### config.mk
export PLATFORM = sky130hd
export DESIGN_NAME = tmr_tick_unit
export DESIGN_NICKNAME = d
export VERILOG_FILES = /design/src/rtl/tmr_pkg.sv /design/src/rtl/tmr_prescale.sv /design/src/rtl/tmr_evt_chan.sv /design/src/rtl/tmr_stamp.sv /design/src/rtl/tmr_tick_unit.sv
export SDC_FILE = /design/constraint.sdc
export NUM_CORES = 1
export LEC_CHECK = 0
export BUFFER_PORTS_ARGS = -buffer_cell sky130_fd_sc_hd__buf_2
export CORE_MARGIN = 2
export CORE_UTILIZATION = 53
export CTS_CLUSTER_DIAMETER = 100
export DETAILED_ROUTE_END_ITERATION = 12
export PLACE_DENSITY = 0.77
export SLEW_MARGIN = 20
export SYNTH_ARGS = -nofsm -noshare
export SYNTH_HDL_FRONTEND = slang
export SYNTH_SLANG_ARGS = --single-unit
### constraint.sdc
create_clock -name clk -period 3.18 [get_ports clk]
set_input_delay 0.159 -clock clk [delete_from_list [all_inputs] [get_ports clk]]
set_output_delay 0.159 -clock clk [all_outputs]
set_load 0.01 [all_outputs]
### src/rtl/tmr_pkg.sv
package tmr_pkg;

   localparam int DATA_W      = 32;
   localparam int SEL_W_EVT   = 2;
   localparam int SEL_W_STAMP = 3;
   localparam int PER_BASE    = 12;
   localparam int EN_BASE     = 16;

   typedef enum logic [1:0] {
      TB_SYS = 2'd0,
      TB_US  = 2'd1,
      TB_MS  = 2'd2
   } tbase_e;

   function automatic tbase_e evt_base(input logic [SEL_W_EVT-1:0] code);
      case (code)
         2'd0:    return TB_US;
         2'd1:    return TB_MS;
         default: return TB_SYS;
      endcase
   endfunction

   function automatic tbase_e stamp_base(input logic [SEL_W_STAMP-1:0] code);
      case (code)
         3'd1:    return TB_US;
         3'd2:    return TB_MS;
         default: return TB_SYS;
      endcase
   endfunction

   function automatic logic pick_tick(input tbase_e b, input logic us, input logic ms);
      case (b)
         TB_US:   return us;
         TB_MS:   return ms;
         default: return 1'b1;
      endcase
   endfunction

endpackage

### src/rtl/tmr_prescale.sv
module tmr_prescale #(
   parameter int US_DIV = 125,
   parameter int MS_DIV = 1000
) (
   input  logic clk,
   input  logic rst_n,
   output logic us_tick_o,
   output logic ms_tick_o
);

   localparam int US_W = (US_DIV > 1) ? $clog2(US_DIV) : 1;
   localparam int MS_W = (MS_DIV > 1) ? $clog2(MS_DIV) : 1;
   localparam logic [US_W-1:0] US_LAST = US_W'(US_DIV - 1);
   localparam logic [MS_W-1:0] MS_LAST = MS_W'(MS_DIV - 1);

   generate
      if (US_DIV < 1 || MS_DIV < 1) begin : g_bad_div
         $error("tmr_prescale: dividers must be at least 1");
      end
   endgenerate

   logic [US_W-1:0] us_cnt_q;
   logic [MS_W-1:0] ms_cnt_q;

   assign us_tick_o = (us_cnt_q == US_LAST);
   assign ms_tick_o = us_tick_o && (ms_cnt_q == MS_LAST);

   always_ff @(posedge clk or negedge rst_n) begin
      if (!rst_n) begin
         us_cnt_q <= '0;
         ms_cnt_q <= '0;
      end else begin
         us_cnt_q <= us_tick_o ? '0 : us_cnt_q + US_W'(1);
         if (us_tick_o)
            ms_cnt_q <= (ms_cnt_q == MS_LAST) ? '0 : ms_cnt_q + MS_W'(1);
      end
   end


   ms_in_us_chk: assert property (@(posedge clk) disable iff (!rst_n)
      ms_tick_o |-> us_tick_o);

   generate
      if (US_DIV > 1) begin : g_gap

         us_gap_chk: assert property (@(posedge clk) disable iff (!rst_n)
            us_tick_o |=> !us_tick_o);
      end
   endgenerate

endmodule

### src/rtl/tmr_evt_chan.sv
module tmr_evt_chan #(
   parameter int CNT_W = 16
) (
   input  logic             clk,
   input  logic             rst_n,
   input  logic             tick_i,
   input  logic             en_i,
   input  logic             periodic_i,
   input  logic             start_i,
   input  logic             stop_i,
   input  logic             wr_i,
   input  logic [CNT_W-1:0] wdata_i,
   output logic [CNT_W-1:0] cnt_o,
   output logic             expire_o,
   output logic             irq_o
);

   logic [CNT_W-1:0] reload_q;
   logic [CNT_W-1:0] cnt_q;
   logic             irq_q;
   logic             active;

   assign active   = en_i && !stop_i;
   assign expire_o = active && tick_i && (cnt_q == '0);
   assign cnt_o    = cnt_q;
   assign irq_o    = irq_q;

   always_ff @(posedge clk or negedge rst_n) begin
      if (!rst_n)
         reload_q <= '0;
      else if (wr_i)
         reload_q <= wdata_i;
   end

   always_ff @(posedge clk or negedge rst_n) begin
      if (!rst_n) begin
         cnt_q <= '0;
         irq_q <= 1'b0;
      end else begin
         irq_q <= 1'b0;
         if (start_i) begin
            cnt_q <= reload_q;
         end else if (active && tick_i) begin
            if (cnt_q == '0) begin
               irq_q <= 1'b1;
               if (periodic_i)
                  cnt_q <= reload_q;
            end else begin
               cnt_q <= cnt_q - CNT_W'(1);
            end
         end
      end
   end


   start_load_chk: assert property (@(posedge clk) disable iff (!rst_n)
      start_i |=> (cnt_o == $past(reload_q)));


   halt_hold_chk: assert property (@(posedge clk) disable iff (!rst_n)
      (!active && !start_i) |=> $stable(cnt_o));


   irq_src_chk: assert property (@(posedge clk) disable iff (!rst_n)
      irq_o |-> $past(en_i && tick_i));

endmodule

### src/rtl/tmr_stamp.sv
module tmr_stamp #(
   parameter int STAMP_W = 32
) (
   input  logic               clk,
   input  logic               rst_n,
   input  logic               tick_i,
   output logic [STAMP_W-1:0] cnt_o
);

   logic [STAMP_W-1:0] cnt_q;

   always_ff @(posedge clk or negedge rst_n) begin
      if (!rst_n)
         cnt_q <= '0;
      else if (tick_i)
         cnt_q <= cnt_q + STAMP_W'(1);
   end

   assign cnt_o = cnt_q;


   stamp_step_chk: assert property (@(posedge clk) disable iff (!rst_n)
      tick_i |=> (cnt_o == $past(cnt_o) + STAMP_W'(1)));


   stamp_idle_chk: assert property (@(posedge clk) disable iff (!rst_n)
      !tick_i |=> $stable(cnt_o));

endmodule

### src/rtl/tmr_tick_unit.sv
module tmr_tick_unit #(
   parameter int NUM_EVT = 4,
   parameter int CNT_W   = 16,
   parameter int US_DIV  = 125,
   parameter int MS_DIV  = 1000,
   parameter int ADDR_W  = 5
) (
   input  logic               clk,
   input  logic               rst_n,
   input  logic [ADDR_W-1:0]  bus_addr,
   input  logic               bus_wr,
   input  logic [31:0]        bus_wdata,
   output logic [31:0]        bus_rdata,
   output logic [NUM_EVT-1:0] irq
);
   import tmr_pkg::*;

   localparam int WORD_W    = ADDR_W - 2;
   localparam int STAMP_IDX = NUM_EVT;
   localparam int STAMP_LSB = SEL_W_EVT * NUM_EVT;

   function automatic logic [DATA_W-1:0] ctrl_mask();
      logic [DATA_W-1:0] m;
      m = '0;
      for (int i = 0; i < NUM_EVT; i++) begin
         m[SEL_W_EVT*i]     = 1'b1;
         m[SEL_W_EVT*i + 1] = 1'b1;
         m[PER_BASE + i]    = 1'b1;
         m[EN_BASE + i]     = 1'b1;
      end
      for (int j = 0; j < SEL_W_STAMP; j++)
         m[STAMP_LSB + j] = 1'b1;
      return m;
   endfunction

   localparam logic [DATA_W-1:0] CTRL_MASK = ctrl_mask();

   generate
      if (NUM_EVT < 1 || NUM_EVT > 4) begin : g_bad_n
         $error("tmr_tick_unit: NUM_EVT must be 1 to 4");
      end
      if (CNT_W < 2 || CNT_W > 32) begin : g_bad_w
         $error("tmr_tick_unit: CNT_W must be 2 to 32");
      end
      if ((1 << WORD_W) < NUM_EVT + 2) begin : g_bad_a
         $error("tmr_tick_unit: ADDR_W too small for the register map");
      end
   endgenerate

   logic                us_tick, ms_tick;
   logic [DATA_W-1:0]   ctrl_q, ctrl_d;
   logic [WORD_W-1:0]   word;
   logic                aligned, ctrl_wr;
   logic [NUM_EVT-1:0]  expire, clr_en;
   logic [CNT_W-1:0]    evt_cnt [NUM_EVT];
   logic [31:0]         stamp_cnt;
   logic                stamp_tick;

   assign word    = bus_addr[ADDR_W-1:2];
   assign aligned = (bus_addr[1:0] == 2'b00);
   assign ctrl_wr = bus_wr && aligned && (word == '0);

   tmr_prescale #(
      .US_DIV (US_DIV),
      .MS_DIV (MS_DIV)
   ) u_prescale (
      .clk       (clk),
      .rst_n     (rst_n),
      .us_tick_o (us_tick),
      .ms_tick_o (ms_tick)
   );

   generate
      for (genvar t = 0; t < NUM_EVT; t++) begin : g_chan
         logic en, per, start, stop, wr_val, tick;
         logic [SEL_W_EVT-1:0] sel;

         assign sel    = ctrl_q[SEL_W_EVT*t +: SEL_W_EVT];
         assign en     = ctrl_q[EN_BASE + t];
         assign per    = ctrl_q[PER_BASE + t];
         assign tick   = pick_tick(evt_base(sel), us_tick, ms_tick);
         assign start  = ctrl_wr && bus_wdata[EN_BASE + t] && !en;
         assign stop   = ctrl_wr && !bus_wdata[EN_BASE + t];
         assign wr_val = bus_wr && aligned && (word == WORD_W'(t + 1));
         assign clr_en[t] = expire[t] && !per;

         tmr_evt_chan #(
            .CNT_W (CNT_W)
         ) u_chan (
            .clk        (clk),
            .rst_n      (rst_n),
            .tick_i     (tick),
            .en_i       (en),
            .periodic_i (per),
            .start_i    (start),
            .stop_i     (stop),
            .wr_i       (wr_val),
            .wdata_i    (bus_wdata[CNT_W-1:0]),
            .cnt_o      (evt_cnt[t]),
            .expire_o   (expire[t]),
            .irq_o      (irq[t])
         );


         oneshot_clear_chk: assert property (@(posedge clk) disable iff (!rst_n)
            (expire[t] && !per && !ctrl_wr) |=> !ctrl_q[EN_BASE + t]);


         repeat_keep_chk: assert property (@(posedge clk) disable iff (!rst_n)
            (expire[t] && per && !ctrl_wr) |=> ctrl_q[EN_BASE + t]);
      end
   endgenerate

   assign stamp_tick = pick_tick(stamp_base(ctrl_q[STAMP_LSB +: SEL_W_STAMP]),
                                 us_tick, ms_tick);

   tmr_stamp #(
      .STAMP_W (32)
   ) u_stamp (
      .clk    (clk),
      .rst_n  (rst_n),
      .tick_i (stamp_tick),
      .cnt_o  (stamp_cnt)
   );

   always_comb begin
      ctrl_d = ctrl_q;
      if (ctrl_wr) begin
         ctrl_d = bus_wdata & CTRL_MASK;
      end else begin
         for (int i = 0; i < NUM_EVT; i++)
            if (clr_en[i]) ctrl_d[EN_BASE + i] = 1'b0;
      end
   end

   always_ff @(posedge clk or negedge rst_n) begin
      if (!rst_n)
         ctrl_q <= '0;
      else
         ctrl_q <= ctrl_d;
   end

   always_comb begin
      bus_rdata = '0;
      if (aligned) begin
         if (word == '0)
            bus_rdata = ctrl_q;
         else if (word == WORD_W'(STAMP_IDX + 1))
            bus_rdata = stamp_cnt;
         for (int i = 0; i < NUM_EVT; i++)
            if (word == WORD_W'(i + 1))
               bus_rdata = 32'(evt_cnt[i]);
      end
   end


   ctrl_mask_chk: assert property (@(posedge clk) disable iff (!rst_n)
      (ctrl_q & ~CTRL_MASK) == '0);

endmodule

Yosys cells after proc, flatten, opt, wreduce, memory -nomap -nowiden
Cells that the tools add are included.
{ "totals": {"ff_bits": 200, "latch_bits": 0, "mem_bits_rw": 0, "mem_bits_ro": 0, "in_bits": 40, "out_inout_bits": 36, "word_cells": 179, "memories": 0} }
{ "classes": {"n_addsub": 7, "n_mul": 0, "div_mod_pow": 0, "order_cmp": 0, "eq_ne": 27, "shifts": 0, "muxes": 52, "n_bitwise": 0, "reduce_logical": 73} }
{ "op_table": {"columns": ["operator", "count"], "rows": [
  ["2-to-1 mux 16 bit", 16],
  ["2-to-1 mux 32 bit", 7],
  ["logical NOT 16 bit", 4],
  ["subtractor 16 x 1 -> 16 bit (second input constant)", 4],
  ["logical AND 1 bit", 35],
  ["adder 32 x 1 -> 32 bit (second input constant)", 1],
  ["one-hot mux 2 bit (2 select lines)", 5],
  ["equality test 2 x 1 -> 1 bit (second input constant)", 9],
  ["logical NOT 1 bit", 16],
  ["2-to-1 mux 1 bit", 16],
  ["nonzero test 2 bit", 8],
  ["!= test 3 bit (second input constant)", 4],
  ["adder 10 x 1 -> 10 bit (second input constant)", 1],
  ["equality test 10 bit (second input constant)", 1],
  ["equality test 2 bit (second input constant)", 5],
  ["logical NOT 2 bit", 5],
  ["2-to-1 mux 10 bit", 1],
  ["one-hot mux 1 bit (2 select lines)", 5],
  ["equality test 3 x 2 -> 1 bit (second input constant)", 3],
  ["AND reduction 2 bit", 4],
  ["adder 7 x 1 -> 7 bit (second input constant)", 1],
  ["equality test 7 bit (second input constant)", 1],
  ["2-to-1 mux 7 bit", 1],
  ["equality test 3 x 1 -> 1 bit (second input constant)", 2],
  ["3 further kinds", 4]
]} }

Longest topological paths before layout
{ "logic_depth": {"word_depth": 11, "mapped_depth": 10, "ltp_nobuf": 9} }

By module
A second synthesis with hierarchy kept.
{ "unflattened": {"hier_cells": 1140, "hier_area_um2": 11701.2} }
{ "by_module_without_submodules": {"columns": ["module", "n_inst", "cells_per_inst", "area_each_um2", "seq_area_each_um2"], "rows": [
  ["tmr_evt_chan", 4, 172, 1828.0, 825.8],
  ["tmr_tick_unit", 1, 244, 2087.0, 475.5],
  ["tmr_stamp", 1, 123, 1448.9, 800.8],
  ["tmr_prescale", 1, 85, 853.3, 425.4]
]} }

Worst setup path before layout
OpenSTA, ideal clock, no wires.
{ "synth_path": {"kind": "flip-flop to flip-flop", "from": "register g_chan[2].u_chan.cnt_q[0]", "to": "register g_chan[2].u_chan.cnt_q[3]", "setup_ns": 0.137, "arrival_ns": 2.429, "t_required_ns": 3.043, "path_slack_ns": 0.614, "path_stages_with_launch": 10, "n_path_buf": 1, "period_less_slack_ns": 2.566, "cell_sequence": "dfrtp_1 inv_1 ha_1 or4b_2 or4_1 o221ai_1 o21ba_2 buf_2 o21a_1 a2bb2oi_1"} }
{ "synth_via": {"elab_chain_cells": 4, "word_cells_on_any_way": 7, "cone_classes": "1 x add/sub; 1 x eq/ne; 3 x mux; 2 x reduce/logical"} }
{ "synth_lines": {"columns": ["item", "line", "rtl"], "rows": [
  ["start, declared", "tmr_evt_chan.sv:19", "logic [CNT_W-1:0] cnt_q;"],
  ["start signal, assigned", "tmr_evt_chan.sv:42", "cnt_q <= reload_q;"],
  ["start signal, assigned", "tmr_evt_chan.sv:47", "cnt_q <= reload_q;"],
  ["start signal, assigned", "tmr_evt_chan.sv:49", "cnt_q <= cnt_q - CNT_W'(1);"],
  ["subtractor 16 x 1 -> 16 bit / logical NOT 16 bit (equally long branches)", "tmr_evt_chan.sv:49, tmr_evt_chan.sv:44", null],
  ["2-to-1 mux 16 bit", "tmr_evt_chan.sv:44", "if (cnt_q == '0) begin"],
  ["2-to-1 mux 16 bit", "tmr_evt_chan.sv:43", "end else if (active && tick_i) begin"],
  ["2-to-1 mux 16 bit", "tmr_evt_chan.sv:41", "if (start_i) begin"]
]} }
Parallel ways exist; a longest one is shown, timed or not. The select of a mux whose other input is x is not followed.
A chain may end at the register's enable or synchronous reset.

Worst setup path after layout
Same ends and word-level chain as after synthesis.

==> run summary <==
Status: complete, no violations
Largest net degree at the start of global routing: 106
Final Cell Area: 12300 um2
GPL Wtd Cong: 0.976
Metal2 WL: 13200 um
WS Path Type: flop to flop
Post-DRT Antenna Nets: 0
Reg2reg path depth: 8
Drt total wl: 30500 um
Post-synthesis net count: 1259
Initial antenna violation count: 0
Pwr Total: 8.06 mW
Reg-to-reg startpoint: g_chan[2].u_chan.cnt_o[0]$_DFFE_PN0P_
Final Skew: 0.0126 ns
P_leak: 5.43 nW
Post-synthesis cell type count: 72
Worst Hold End: ctrl_q[18]$_DFFE_PN0P_
Mapped Cells: 1205
Endpoints failing setup: 0
Pins over their slew limit: 0
Clk Latency, worst-skew pair: 0.44 ns
CTS clk-pin slew, worst paths: 0.07 ns
CTS Sinks: 200
N_diodes: 0
Crit path DAT: 3.21 ns
Final period utilization: 0.919
Worst Setup End Kind: flop
Commonest non-fill, non-tap cell in the layout: dfrtp_1
Starting Density: 0.543
Die ar.: 22000 um2
Io pins: 76
Vias in the first global route: 8808
RSZ-0062 raised after global routing: no
HP Start: bus_wdata[18]
Die H: 148 um
Via density: 6.26
Core box area: 20300 um2
Synth Area per Inst: 9.15 um2
Clk buf depth: 2
Reg2reg end: g_chan[2].u_chan.cnt_o[3]$_DFFE_PN0P_
Number of DRC markers in iteration 0: 820
Detailed placement HPWL: 21400 um
DR vias: 9540
Most frequent cells in the layout: 200 x dfrtp_1, 135 x nor2_1, 112 x o21ai_0
Synth top area share: 0.454
Synth Warn #: 0
Post-CTS Setup Inserts: 0
Rows: 52
PwrDens: 657 nW/um2
Fraction of layout cells with a size suffix above 1: 0.177
Total GRT Usage: 0.285
CTS root buf: clkbuf_16
CTS Buf Count: 17
Cell area after synthesis: 11000 um2
Flop2flop setup slack: 0.26 ns
Main synth FF type: dfrtp_1
#FFs+latches synth: 200
Post-synthesis sequential area ratio: 0.454
Crit path time final: 2.92 ns
Max VDD drop: 0.425 mV
Post-layout nets: 1297
Hold Path Depth: 3
EDFF count, synth: 0
Avg WL per Cell: 20.0 um
Die X: 148 um
Max-cap violation count: 0
Worst hold path type: primary input to flop
Highest routed layer: met4
Grt total ovfl: 0
Core Util, Final: 0.604
H-tree depth: 4
First-pass GRT wire length: 48400 um
Worst Tran Pin Value: 0.906 ns
Relative slew slack: 0.393
Fmax: 0.342 GHz
CTS resizes: 0
IO buf count: 63
WL met3: 2650 um
Total negative slack: 0 ns
Area delta synth->final: 11.2%
Post-synth ARST share: 1.00
CTS tree: done
Biggest area consumer among synthesized cells: dfrtp_1
Drt first pass iters: 5
Crit start category: flop
CP required: 3.47 ns
Critical path fanouts, max: 32
Placed Area: 11600 um2
Fin. Hold Viols: 0
Post-route DRC: 0
Met1 WL: 13300 um
Area contributors post-synth: dfrtp_1 45%, mux2_2 7.9%, o21ai_0 5.1%
==> area by class of cell <==
class                           instances  area, um2
Fill cell                            1724       8040
Clock inverter                          9        139
Sequential cell                       200       5000
Timing Repair Buffer                   90        559
Clock buffer                           22        474
Inverter                               23       86.3
Multi-Input combinational cell        911       5660
Tap cell                              270        338
==> metal layers <==
layer,vias up,GRT usage
met5,-,0
met4,0,0.127
met3,87,0.0583
li1,4418,-
met1,4616,0.405
met2,419,0.423
==> metrics by stage <==
step	hold slack, ns	setup WS [ns]	cells
after floorplan	-0.137	0.614	1205
after global placement	0.335	0.398	1491
after detailed placement	0.330	0.290	1491
after CTS	0.0112	0.280	1525
after global routing	0.0416	0.112	1525
final	0.0244	0.257	1525
==> cell families (layout without fill, tap and decap cells) <==
kind of cell / count (synthesis) / in the layout / share of synthesized area
XOR/XNOR: 39 / 39 / 0.0310
adder cells (fa/ha/maj): 14 / 14 / 0.0159
AO/OA/AOI/OAI: 305 / 305 / 0.164
AND/OR/NAND/NOR: 456 / 456 / 0.204
buffers and inverters: 94 / 144 / 0.0353
flip-flops: 200 / 200 / 0.454
multiplexers: 97 / 97 / 0.0968
==> flip-flops by register name, indices dropped and copies added (netlist names) <==
signal                  flops
u_prescale.ms_cnt_q        10
g_chan.u_chan.irq_o         4
u_stamp.cnt_o              32
g_chan.u_chan.cnt_o        64
u_prescale.us_cnt_q         7
ctrl_q                     19
g_chan.u_chan.reload_q     64
==> where the power goes <==
group	switching [mW]	internal [mW]
Sequential	0.663	3.06
Combinational	1.20	0.870
Clock	0.961	1.31
==> worst max path at each step <==
stage                                     startpoint                                     to  slack (ns)  cells after the start
6_report       g_chan[2].u_chan.cnt_o[0]$_DFFE_PN0P_  g_chan[2].u_chan.cnt_o[3]$_DFFE_PN0P_        0.26                      8
5_1_grt        g_chan[2].u_chan.cnt_o[0]$_DFFE_PN0P_  g_chan[2].u_chan.cnt_o[8]$_DFFE_PN0P_        0.11                      9
4_1_cts        g_chan[2].u_chan.cnt_o[0]$_DFFE_PN0P_  g_chan[2].u_chan.cnt_o[3]$_DFFE_PN0P_        0.28                      8
3_5_place_dp   g_chan[2].u_chan.cnt_o[0]$_DFFE_PN0P_  g_chan[2].u_chan.cnt_o[3]$_DFFE_PN0P_        0.29                      8
3_3_place_gp   g_chan[2].u_chan.cnt_o[0]$_DFFE_PN0P_  g_chan[2].u_chan.cnt_o[3]$_DFFE_PN0P_        0.40                      8
2_1_floorplan  g_chan[2].u_chan.cnt_o[0]$_DFFE_PN0P_  g_chan[2].u_chan.cnt_o[3]$_DFFE_PN0P_        0.61                      9
==> synth_stat cells (3+ instances only) <==
cell       count
a211oi_1       3
a21oi_1       93
a21oi_2        3
a22oi_1       12
a2bb2oi_1      3
a31o_2         6
a31oi_1        3
a41oi_1        3
and2_1        19
and3_1        11
and4_1         4
buf_1          4
buf_2          7
buf_4          5
clkbuf_1      53
dfrtp_1      200
ha_1          14
inv_1         23
mux2_2        77
mux2i_1       20
nand2_1       98
nand2b_1      12
nand3_1       43
nand3b_1       3
nand4_1       22
nor2_1       135
nor3_1        42
nor3b_1       14
nor4_1        17
nor4b_1        4
o211ai_1       4
o21a_1         3
o21ai_0      112
o21ai_1        4
o22ai_1       19
o2bb2ai_1      4
o31a_1         5
o31ai_1        6
or2_2          7
or3_1          7
or4_1          7
xnor2_1       30
xor2_1         9
==> repair_timing <==
action                     4_1_cts  5_1_grt
setup endpoints to repair        0        0
hold endpoints to repair       104        0
hold buffers                     3        0
==> critical path, cell delays in order (launching register included) <==
cell and delay (ns):
dfrtp_1 0.41, inv_1 0.13, ha_1 0.16, or4b_2 0.61, or4_1 0.55, o221ai_1 0.21, o21ba_2 0.39, o21a_1 0.19
a2bb2oi_1 0.12
No activity file was read; power rests on OpenSTA's default activity.
